--- config.mk ---
export PLATFORM = sky130hd
export DESIGN_NAME = ddr2b_sram_engine
export DESIGN_NICKNAME = d
export VERILOG_FILES = /design/src/rtl/ddr2b_pkg.sv /design/src/rtl/ddr2b_phase.sv /design/src/rtl/ddr2b_cmd.sv /design/src/rtl/ddr2b_wpost.sv /design/src/rtl/ddr2b_store.sv /design/src/rtl/ddr2b_rdpath.sv /design/src/rtl/ddr2b_sram_engine.sv
export SDC_FILE = /design/constraint.sdc
export NUM_CORES = 1
export LEC_CHECK = 0
export BUFFER_PORTS_ARGS = -buffer_cell sky130_fd_sc_hd__buf_2
export CAP_MARGIN = 20
export CORE_MARGIN = 2
export CORE_UTILIZATION = 62
export DETAILED_ROUTE_END_ITERATION = 16
export GPL_TIMING_DRIVEN = 0
export PLACE_DENSITY = 0.79
export SLEW_MARGIN = 40
export SYNTH_ARGS = -nofsm -noshare
export SYNTH_HDL_FRONTEND = slang
export SYNTH_SLANG_ARGS = --single-unit
export TNS_END_PERCENT = 30
--- constraint.sdc ---
create_clock -name clk -period 2.2 [get_ports clk]
set_input_delay 0.55 -clock clk [delete_from_list [all_inputs] [get_ports clk]]
set_output_delay 0.55 -clock clk [all_outputs]
set_load 0.01 [all_outputs]
--- src/rtl/ddr2b_pkg.sv ---
package ddr2b_pkg;

   // operation carried down the command pipe
   typedef enum logic [1:0] {
      OP_NONE  = 2'd0,
      OP_READ  = 2'd1,
      OP_WRITE = 2'd2
   } ddr2b_op_e;

   // internal edges from the address edge to the first write beat and to the read lookup
   localparam int CMD_LAG = 2;
   // internal edges from the address edge to the edge that drives read word 0
   localparam int RD_EDGE_LAT = 5;

endpackage

--- src/rtl/ddr2b_phase.sv ---
module ddr2b_phase (
   input  logic clk,
   input  logic rst,
   output logic kphase,
   output logic echo_en
);
   logic kph_q;
   logic echo_q;

   always_ff @(posedge clk) begin
      if (rst) begin
         kph_q  <= 1'b1;
         echo_q <= 1'b0;
      end else begin
         kph_q  <= ~kph_q;
         echo_q <= 1'b1;
      end
   end

   assign kphase  = kph_q;
   assign echo_en = echo_q;
endmodule

--- src/rtl/ddr2b_cmd.sv ---
module ddr2b_cmd
   import ddr2b_pkg::*;
#(
   parameter int AW = 4
) (
   input  logic            clk,
   input  logic            rst,
   input  logic            kphase,
   input  logic            cmd_n,
   input  logic            is_read,
   input  logic [AW-1:0]   addr,
   output ddr2b_op_e       lag_op,
   output logic [AW-1:0]   lag_addr
);
   ddr2b_op_e     op_q [CMD_LAG];
   logic [AW-1:0] ad_q [CMD_LAG];
   ddr2b_op_e     op_in;

   always_comb begin
      op_in = OP_NONE;
      if (kphase && !cmd_n)
         op_in = is_read ? OP_READ : OP_WRITE;
   end

   always_ff @(posedge clk) begin
      if (rst) begin
         for (int i = 0; i < CMD_LAG; i++) begin
            op_q[i] <= OP_NONE;
            ad_q[i] <= '0;
         end
      end else begin
         op_q[0] <= op_in;
         ad_q[0] <= addr;
         for (int i = 1; i < CMD_LAG; i++) begin
            op_q[i] <= op_q[i-1];
            ad_q[i] <= ad_q[i-1];
         end
      end
   end

   assign lag_op   = op_q[CMD_LAG-1];
   assign lag_addr = ad_q[CMD_LAG-1];
endmodule

--- src/rtl/ddr2b_wpost.sv ---
module ddr2b_wpost
   import ddr2b_pkg::*;
#(
   parameter int AW     = 4,
   parameter int LANES  = 2,
   parameter int LANE_W = 9,
   localparam int W     = LANES * LANE_W
) (
   input  logic               clk,
   input  logic               rst,
   input  ddr2b_op_e          lag_op,
   input  logic [AW-1:0]      lag_addr,
   input  logic [W-1:0]       wdata,
   input  logic [LANES-1:0]   lane_we_n,
   output logic               full,
   output logic [AW-1:0]      p_addr,
   output logic [W-1:0]       p_w0,
   output logic [W-1:0]       p_w1,
   output logic [LANES-1:0]   p_en0,
   output logic [LANES-1:0]   p_en1
);
   logic wait_b1;
   logic full_q;

   always_ff @(posedge clk) begin
      if (rst) begin
         wait_b1 <= 1'b0;
         full_q  <= 1'b0;
      end else begin
         wait_b1 <= (lag_op == OP_WRITE);
         full_q  <= wait_b1;
      end
   end

   always_ff @(posedge clk) begin
      if (lag_op == OP_WRITE) begin
         p_addr <= lag_addr;
         p_w0   <= wdata;
         p_en0  <= ~lane_we_n;
      end
      if (wait_b1) begin
         p_w1  <= wdata;
         p_en1 <= ~lane_we_n;
      end
   end

   assign full = full_q;
endmodule

--- src/rtl/ddr2b_store.sv ---
module ddr2b_store #(
   parameter int AW     = 4,
   parameter int LANES  = 2,
   parameter int LANE_W = 9,
   localparam int W     = LANES * LANE_W,
   localparam int DEPTH = 1 << AW
) (
   input  logic               clk,
   input  logic               we,
   input  logic [AW-1:0]      wa,
   input  logic [W-1:0]       wd0,
   input  logic [W-1:0]       wd1,
   input  logic [LANES-1:0]   wen0,
   input  logic [LANES-1:0]   wen1,
   input  logic [AW-1:0]      ra,
   output logic [W-1:0]       rd0,
   output logic [W-1:0]       rd1
);
   logic [W-1:0] mem0 [DEPTH];
   logic [W-1:0] mem1 [DEPTH];

   always_ff @(posedge clk) begin
      if (we) begin
         for (int l = 0; l < LANES; l++) begin
            if (wen0[l]) mem0[wa][l*LANE_W +: LANE_W] <= wd0[l*LANE_W +: LANE_W];
            if (wen1[l]) mem1[wa][l*LANE_W +: LANE_W] <= wd1[l*LANE_W +: LANE_W];
         end
      end
   end

   assign rd0 = mem0[ra];
   assign rd1 = mem1[ra];
endmodule

--- src/rtl/ddr2b_rdpath.sv ---
module ddr2b_rdpath
   import ddr2b_pkg::*;
#(
   parameter int AW     = 4,
   parameter int LANES  = 2,
   parameter int LANE_W = 9,
   localparam int W     = LANES * LANE_W,
   parameter logic [W-1:0] IDLE_WORD = '0,
   localparam int NSTG  = RD_EDGE_LAT - CMD_LAG
) (
   input  logic               clk,
   input  logic               rst,
   input  ddr2b_op_e          lag_op,
   input  logic [AW-1:0]      lag_addr,
   input  logic [W-1:0]       arr_w0,
   input  logic [W-1:0]       arr_w1,
   input  logic               p_full,
   input  logic [AW-1:0]      p_addr,
   input  logic [W-1:0]       p_w0,
   input  logic [W-1:0]       p_w1,
   input  logic [LANES-1:0]   p_en0,
   input  logic [LANES-1:0]   p_en1,
   output logic [W-1:0]       rdata,
   output logic               rdata_vld
);
   typedef struct packed {
      logic         v;
      logic [W-1:0] w0;
      logic [W-1:0] w1;
   } rstg_t;

   logic         hit;
   logic [W-1:0] lk_w0;
   logic [W-1:0] lk_w1;
   rstg_t        stg [NSTG];
   logic         hold_v;
   logic [W-1:0] hold_w;
   logic [W-1:0] out_q;
   logic         vld_q;

   assign hit = p_full && (p_addr == lag_addr);

   for (genvar l = 0; l < LANES; l++) begin : g_merge
      assign lk_w0[l*LANE_W +: LANE_W] = (hit && p_en0[l]) ? p_w0[l*LANE_W +: LANE_W]
                                                             : arr_w0[l*LANE_W +: LANE_W];
      assign lk_w1[l*LANE_W +: LANE_W] = (hit && p_en1[l]) ? p_w1[l*LANE_W +: LANE_W]
                                                             : arr_w1[l*LANE_W +: LANE_W];
   end

   always_ff @(posedge clk) begin
      if (rst) begin
         for (int i = 0; i < NSTG; i++) stg[i] <= '0;
         hold_v <= 1'b0;
         hold_w <= '0;
         out_q  <= IDLE_WORD;
         vld_q  <= 1'b0;
      end else begin
         stg[0].v  <= (lag_op == OP_READ);
         stg[0].w0 <= lk_w0;
         stg[0].w1 <= lk_w1;
         for (int i = 1; i < NSTG; i++) stg[i] <= stg[i-1];
         hold_v <= stg[NSTG-1].v;
         hold_w <= stg[NSTG-1].w1;
         vld_q  <= hold_v | stg[NSTG-1].v;
         if (hold_v)
            out_q <= hold_w;
         else if (stg[NSTG-1].v)
            out_q <= stg[NSTG-1].w0;
         else
            out_q <= IDLE_WORD;
      end
   end

   assign rdata     = out_q;
   assign rdata_vld = vld_q;
endmodule

--- src/rtl/ddr2b_sram_engine.sv ---
module ddr2b_sram_engine
   import ddr2b_pkg::*;
#(
   parameter int AW     = 4,
   parameter int LANES  = 2,
   parameter int LANE_W = 9,
   localparam int W     = LANES * LANE_W,
   parameter logic [W-1:0] IDLE_WORD = '0
) (
   input  logic               clk,
   input  logic               rst,
   input  logic               cmd_n,
   input  logic               is_read,
   input  logic [AW-1:0]      addr,
   input  logic [LANES-1:0]   lane_we_n,
   input  logic [W-1:0]       wdata,
   output logic [W-1:0]       rdata,
   output logic               rdata_vld,
   output logic               kphase,
   output logic               echo_en
);
   if (AW < 1 || AW > 12) begin : g_bad_aw
      $error("ddr2b_sram_engine: AW must lie in 1..12");
   end
   if (LANES < 1) begin : g_bad_lanes
      $error("ddr2b_sram_engine: LANES must be at least 1");
   end
   if (LANE_W < 1) begin : g_bad_lane_w
      $error("ddr2b_sram_engine: LANE_W must be at least 1");
   end
   if (RD_EDGE_LAT <= CMD_LAG) begin : g_bad_lat
      $error("ddr2b_sram_engine: read latency must exceed the command lag");
   end

   ddr2b_op_e          lag_op;
   logic [AW-1:0]      lag_addr;
   logic               p_full;
   logic [AW-1:0]      p_addr;
   logic [W-1:0]       p_w0;
   logic [W-1:0]       p_w1;
   logic [LANES-1:0]   p_en0;
   logic [LANES-1:0]   p_en1;
   logic [W-1:0]       arr_w0;
   logic [W-1:0]       arr_w1;

   ddr2b_phase u_phase (
      .clk     (clk),
      .rst     (rst),
      .kphase  (kphase),
      .echo_en (echo_en)
   );

   ddr2b_cmd #(.AW(AW)) u_cmd (
      .clk      (clk),
      .rst      (rst),
      .kphase   (kphase),
      .cmd_n    (cmd_n),
      .is_read  (is_read),
      .addr     (addr),
      .lag_op   (lag_op),
      .lag_addr (lag_addr)
   );

   ddr2b_wpost #(.AW(AW), .LANES(LANES), .LANE_W(LANE_W)) u_wpost (
      .clk       (clk),
      .rst       (rst),
      .lag_op    (lag_op),
      .lag_addr  (lag_addr),
      .wdata     (wdata),
      .lane_we_n (lane_we_n),
      .full      (p_full),
      .p_addr    (p_addr),
      .p_w0      (p_w0),
      .p_w1      (p_w1),
      .p_en0     (p_en0),
      .p_en1     (p_en1)
   );

   ddr2b_store #(.AW(AW), .LANES(LANES), .LANE_W(LANE_W)) u_store (
      .clk  (clk),
      .we   (p_full),
      .wa   (p_addr),
      .wd0  (p_w0),
      .wd1  (p_w1),
      .wen0 (p_en0),
      .wen1 (p_en1),
      .ra   (lag_addr),
      .rd0  (arr_w0),
      .rd1  (arr_w1)
   );

   ddr2b_rdpath #(.AW(AW), .LANES(LANES), .LANE_W(LANE_W), .IDLE_WORD(IDLE_WORD)) u_rdpath (
      .clk       (clk),
      .rst       (rst),
      .lag_op    (lag_op),
      .lag_addr  (lag_addr),
      .arr_w0    (arr_w0),
      .arr_w1    (arr_w1),
      .p_full    (p_full),
      .p_addr    (p_addr),
      .p_w0      (p_w0),
      .p_w1      (p_w1),
      .p_en0     (p_en0),
      .p_en1     (p_en1),
      .rdata     (rdata),
      .rdata_vld (rdata_vld)
   );
endmodule

Word level (Yosys, flattened, before mapping)
Memory sizes are Yosys's and may differ from the RTL's.
Cells that the tools add are included.
- add/sub/neg operators: 0
- multiply operators: 0
- divide/modulo/power cells: 0
- $lt $le $gt $ge: 0
- equality and inequality tests: 3
- shifts and indexed selects: 0
- mux-type cells: 32
- bitwise logic cells: 12
- reductions and logical operators: 7
- operators with widths (kind ; count):
    $mux 37 ; 2
    $mux 18 ; 4
    $mux 9 ; 4
    $mux 1 ; 16
    $or 1x1->1 ; 10
    $mux 2 ; 4
    $mux 4 ; 2
    $logic_and 1x1->1 ; 6
    $eq 4x4->1 ; 1
    $eq 2x1->1 const B ; 1
    $eq 2x2->1 const B ; 1
    $not 2->2 ; 1
    $logic_not 1->1 ; 1
    $not 1->1 ; 1
- bits in registers: 86
- bits in latches: 0
- RAM bits: 699
- memory bits (read-only): 0
- input port bits: 28
- logic and storage cells: 72
- memories: 5
- memories (memory ; depth ; width ; rd ports ; clocked after Yosys merged registers in ; wr ports ; RTL line ; text):
    u_store.mem0 ; 16 ; 18 ; 1 ; 0 ; 1 ; ddr2b_store.sv:19 ; logic [W-1:0] mem0 [DEPTH];
    u_store.mem1 ; 16 ; 18 ; 1 ; 0 ; 1 ; ddr2b_store.sv:20 ; logic [W-1:0] mem1 [DEPTH];
    u_rdpath.stg ; 3 ; 37 ; 3 ; 0 ; 3 ; ddr2b_rdpath.sv:35 ; rstg_t stg [NSTG];
    u_cmd.ad_q ; 2 ; 4 ; 2 ; 0 ; 2 ; ddr2b_cmd.sv:16 ; logic [AW-1:0] ad_q [CMD_LAG];
    u_cmd.op_q ; 2 ; 2 ; 2 ; 0 ; 2 ; ddr2b_cmd.sv:15 ; ddr2b_op_e op_q [CMD_LAG];

Longest topological paths before layout
An unclocked memory read counts as a cell.
- word-level depth: 6
- depth in mapped cells: 7

By module
A second synthesis with hierarchy kept.
- cell total of the unflattened synthesis: 1469
- area, all modules: 28504.8 sq um
- by module, submodules not included (module ; times used ; cells each ; area an instance (sq um)):
    ddr2b_store ; 1 ; 973 ; 21861.0
    ddr2b_rdpath ; 1 ; 410 ; 4807.1
    ddr2b_wpost ; 1 ; 51 ; 1393.8
    ddr2b_cmd ; 1 ; 31 ; 392.9
    ddr2b_phase ; 1 ; 4 ; 50.0

Least setup slack after synthesis
OpenSTA, ideal clock, no wires.
- path kind: register -> register
- from: memory u_cmd.op_q[0][3] (netlist bit)
- to: register u_wpost.p_addr[0] (enable)
- setup time: 409 ps
- arrival: 1447 ps
- path slack: 344 ps
- cell stages (with the launch flop): 2
- path buffers: 0
- period minus slack after synthesis: 1856 ps
- path through: dfxtp_1 > nor2b_1
- RTL lines (what ; RTL line ; text):
    from (decl) ; ddr2b_cmd.sv:15 ;
    to (signal assigned) ; ddr2b_wpost.sv:37 ; p_addr <= lag_addr;
    to (decl) ; ddr2b_wpost.sv:16 ; output logic [AW-1:0] p_addr,

Worst setup path after layout
- from: register u_wpost.p_addr[0]
- to: memory u_store.mem1[12][10] (netlist bit) (enable)
- RTL lines (what ; RTL line):
    to (decl) ; ddr2b_store.sv:20
Straight into the memory's write port.

==> results.ini <==
[outcome]
status=complete, but fails checks
violations=setup timing

[die]
io_pins=49
start_util_pct=62.61
die_w_um=217.9
fp-row-count=78
coreArea_sq_um=45280
die_area_sq_um=47460
die_h_um=217.9

[clock_network]
clockBufferDepth=3
clk_pin_slew_worst_paths_ns=0.06
cts-root-buf=clkbuf_16
cts_max_level=3
cts_tree=built
cts_hold_buf=0
clock_latency_ns=0.63
cts_inserted_buffers=74
cts_num_sinks=785

[route]
via_count=14730
drt-wirelength-per-cell_um=32.58
drtIter0Drc=2255
first_pass_iters=7
drt-vias-per-instance=6.651
routed_wl_um=72130
drc_errors=0
ant_nets=0

[worst_setup_path]
worst-r2r-setup-slack_ns=-0.31
worst_setup_path_end_kind=flip-flop
reg2reg_from=u_wpost.p_addr[0]
crit_path_start_kind=flip-flop
crit_required_ns=2.45
criticalPathCategory=reg2reg
r2r_cells=4
cp_max_fo=9
r2r-end=u_store.mem1[12][10]
crit_arrival_ns=2.76

[grt]
grt_pass1_wl_um=100600
grt_max_degree=19
grt_pass1_vias=14520
antenna_found_initial=2
grt_overflow=0
track_usage_pct=30.59

[synth]
yosys_warnings=0
ys_top_cells_by_count=edfxtp_1 (620), dfxtp_1 (165), mux4_2 (141)
ys_async_sr_fraction_pct=0
synth_edf_count=620
synth-seq-area-share_pct=77.31
yosysTopAreaCellShare_pct=65.66
syn_area_sq_um=28350
avgSynthCellArea_sq_um=20.28
syn_nets=1426
synthTopCellsByArea=edfxtp_1 (66%), dfxtp_1 (12%), mux4_2 (11%)
yosys.cell_types.count=29
synth_cells=1398
ys_seq_elements=785
yosysMostFrequentCell=edfxtp_1
yosysTopAreaCell=edfxtp_1
ys.flop_type=edfxtp_1

[run]
drv_cap=0

[pwr]
powerDensity_nw_per_um2=883.1
power.total_mw=29.16
vdd_drop_max_mv=0.7518
power.leakage_nw=10.62

[min_path]
holdCritPathClass=in2reg
min_from=cmd_n
hold_path_end=u_cmd.op_q[0][1]
whs_path_depth=2

[timing]
setup_slack_ns=-0.3070
fin_tns_setup_ns=-24.21
clock.fmax_ghz=0.3989
rsz0062_at_grt=true
period_minus_slack_ns=2.507
setup_viol=270
fin_worst_skew_ns=0.02788
finalHoldViolCount=0
slew_violations=0
timing.final.crit_share_pct=114.0
tightest_slew_ns=0.8675
slew_headroom_pct=42.17

[placed_design]
port-buffer-count=47
place.gp.congestion=0.9278
hpwl_um=42350
dp_cells=2047

[cells_and_area]
layoutNonFillerInstCount=2214
nets=1586
fill_cells=2429
final_layout_size_suffix_gt1_share_pct=30.85
area_growth_pct=16.48

==> registers in the layout, indices dropped and copies added, names as in the netlist <==
| signal | flops |
|---|---|
| u_wpost.wait_b1 | 1 |
| u_cmd.op_q | 4 |
| u_store.mem0 | 288 |
| u_store.mem1 | 288 |
| u_cmd.ad_q | 8 |
| u_phase.echo_en | 1 |
| u_wpost.p_addr | 4 |
| u_rdpath.rdata | 18 |
| u_wpost.p_en1 | 2 |
| u_phase.kphase | 1 |
| u_rdpath.hold_w | 18 |
| u_rdpath.stg | 111 |
| u_rdpath.hold_v | 1 |
| u_rdpath.rdata_vld | 1 |
| u_wpost.p_w0 | 18 |
| u_wpost.full | 1 |
| u_wpost.p_w1 | 18 |
| u_wpost.p_en0 | 2 |
==> report_power, final <==
part           total [mW]  internal, mW  switching, mW
registers            16.0          16.0         0.0855
logic               0.993         0.437          0.556
clock network        12.1          6.74           5.39
total                29.2          23.1           6.03
==> worst max path at each step <==
stage | from | to | slack, ns | depth (start not counted)
5_1_grt | u_wpost.p_addr[0] | u_store.mem1[12][10] | -0.25 | 4
4_1_cts | u_cmd.ad_q[0][6] | u_rdpath.stg[0][25] | -0.09 | 7
3_5_place_dp | u_cmd.ad_q[0][6] | u_rdpath.stg[0][25] | -0.51 | 7
6_report | u_wpost.p_addr[0] | u_store.mem1[12][10] | -0.31 | 4
3_3_place_gp | u_cmd.op_q[0][3] | u_wpost.p_w0[0] | -0.57 | 1
2_1_floorplan | u_cmd.op_q[0][3] | u_wpost.p_addr[0] | 0.34 | 1
==> cells in the final DEF, fill, tap and decap left out, types with 9 or more instances in the layout <==
cell | synthesis | final
dfxtp_1 | 165 | 162
nand2_1 | 25 | 21
edfxtp_1 | 620 | 620
clkinv_1 | 0 | 9
clkbuf_1 | 25 | 31
nor2b_1 | 120 | 117
clkbuf_16 | 0 | 78
buf_12 | 2 | 24
buf_2 | 25 | 54
mux4_2 | 141 | 143
nor2_4 | 0 | 49
mux2i_2 | 0 | 11
clkinv_2 | 0 | 15
mux2i_1 | 82 | 68
a22o_1 | 47 | 42
buf_6 | 6 | 19
nand3_1 | 14 | 12
buf_4 | 12 | 24
nor2_2 | 0 | 16
==> worst max-delay path, stage by stage (launching register included) <==
cell      delay, ns
edfxtp_1       0.37
buf_2          0.19
nor2_1         0.39
nand3_1        0.48
nor2_2         0.70
==> stage by stage <==
step	hold slack, ns	area (sq um)	setup slack [ns]	utilization [%]
CTS	0.09102	32680	-0.08824	72.17
floorplan	0.3896	28350	0.3440	-
finish	0.1158	33030	-0.3070	72.93
global route	0.09890	33020	-0.2506	72.91
detailed placement	0.4153	29550	-0.5057	65.26
global placement	0.4000	29340	-0.5694	64.79
==> final cells by class <==
type                    count  area, sq um  area share [%]
clock buffers              99         2069           6.266
diodes                      3        7.507         0.02273
repair buffers             86        823.3           2.493
multi-input cells         537         6575           19.91
clock inverters            30        205.2          0.6213
inverters                   3        11.26         0.03410
well taps                 600        750.7           2.273
plain buffers              71        658.1           1.993
flip-flops and latches    785        21920           66.39
==> cell families after synthesis <==
kind of cell	after synthesis	synth area share [%]
buffers and inverters	76	1.549
xor gates and xnor gates	4	0.1235
DFF	785	77.31
muxes	226	14.37
and+or+nand+nor	238	4.444
AOI/OAI and AO/OA	69	2.198
==> routing by layer <==
layer	GRT usage (%)	share of wire, %
met1	40.08	35
met2	48.10	48
met3	8.257	11
met4	15.03	5.8
met5	0	0
==> repair_timing <==
item                       CTS  global route
hold endpoints to repair     0             0
pin swaps                   24             5
cloned                       0             1
setup buffers               29             7
resized for setup          106            70
setup endpoints to repair  432           458
Note: power is estimated with default switching activity, not from simulation.
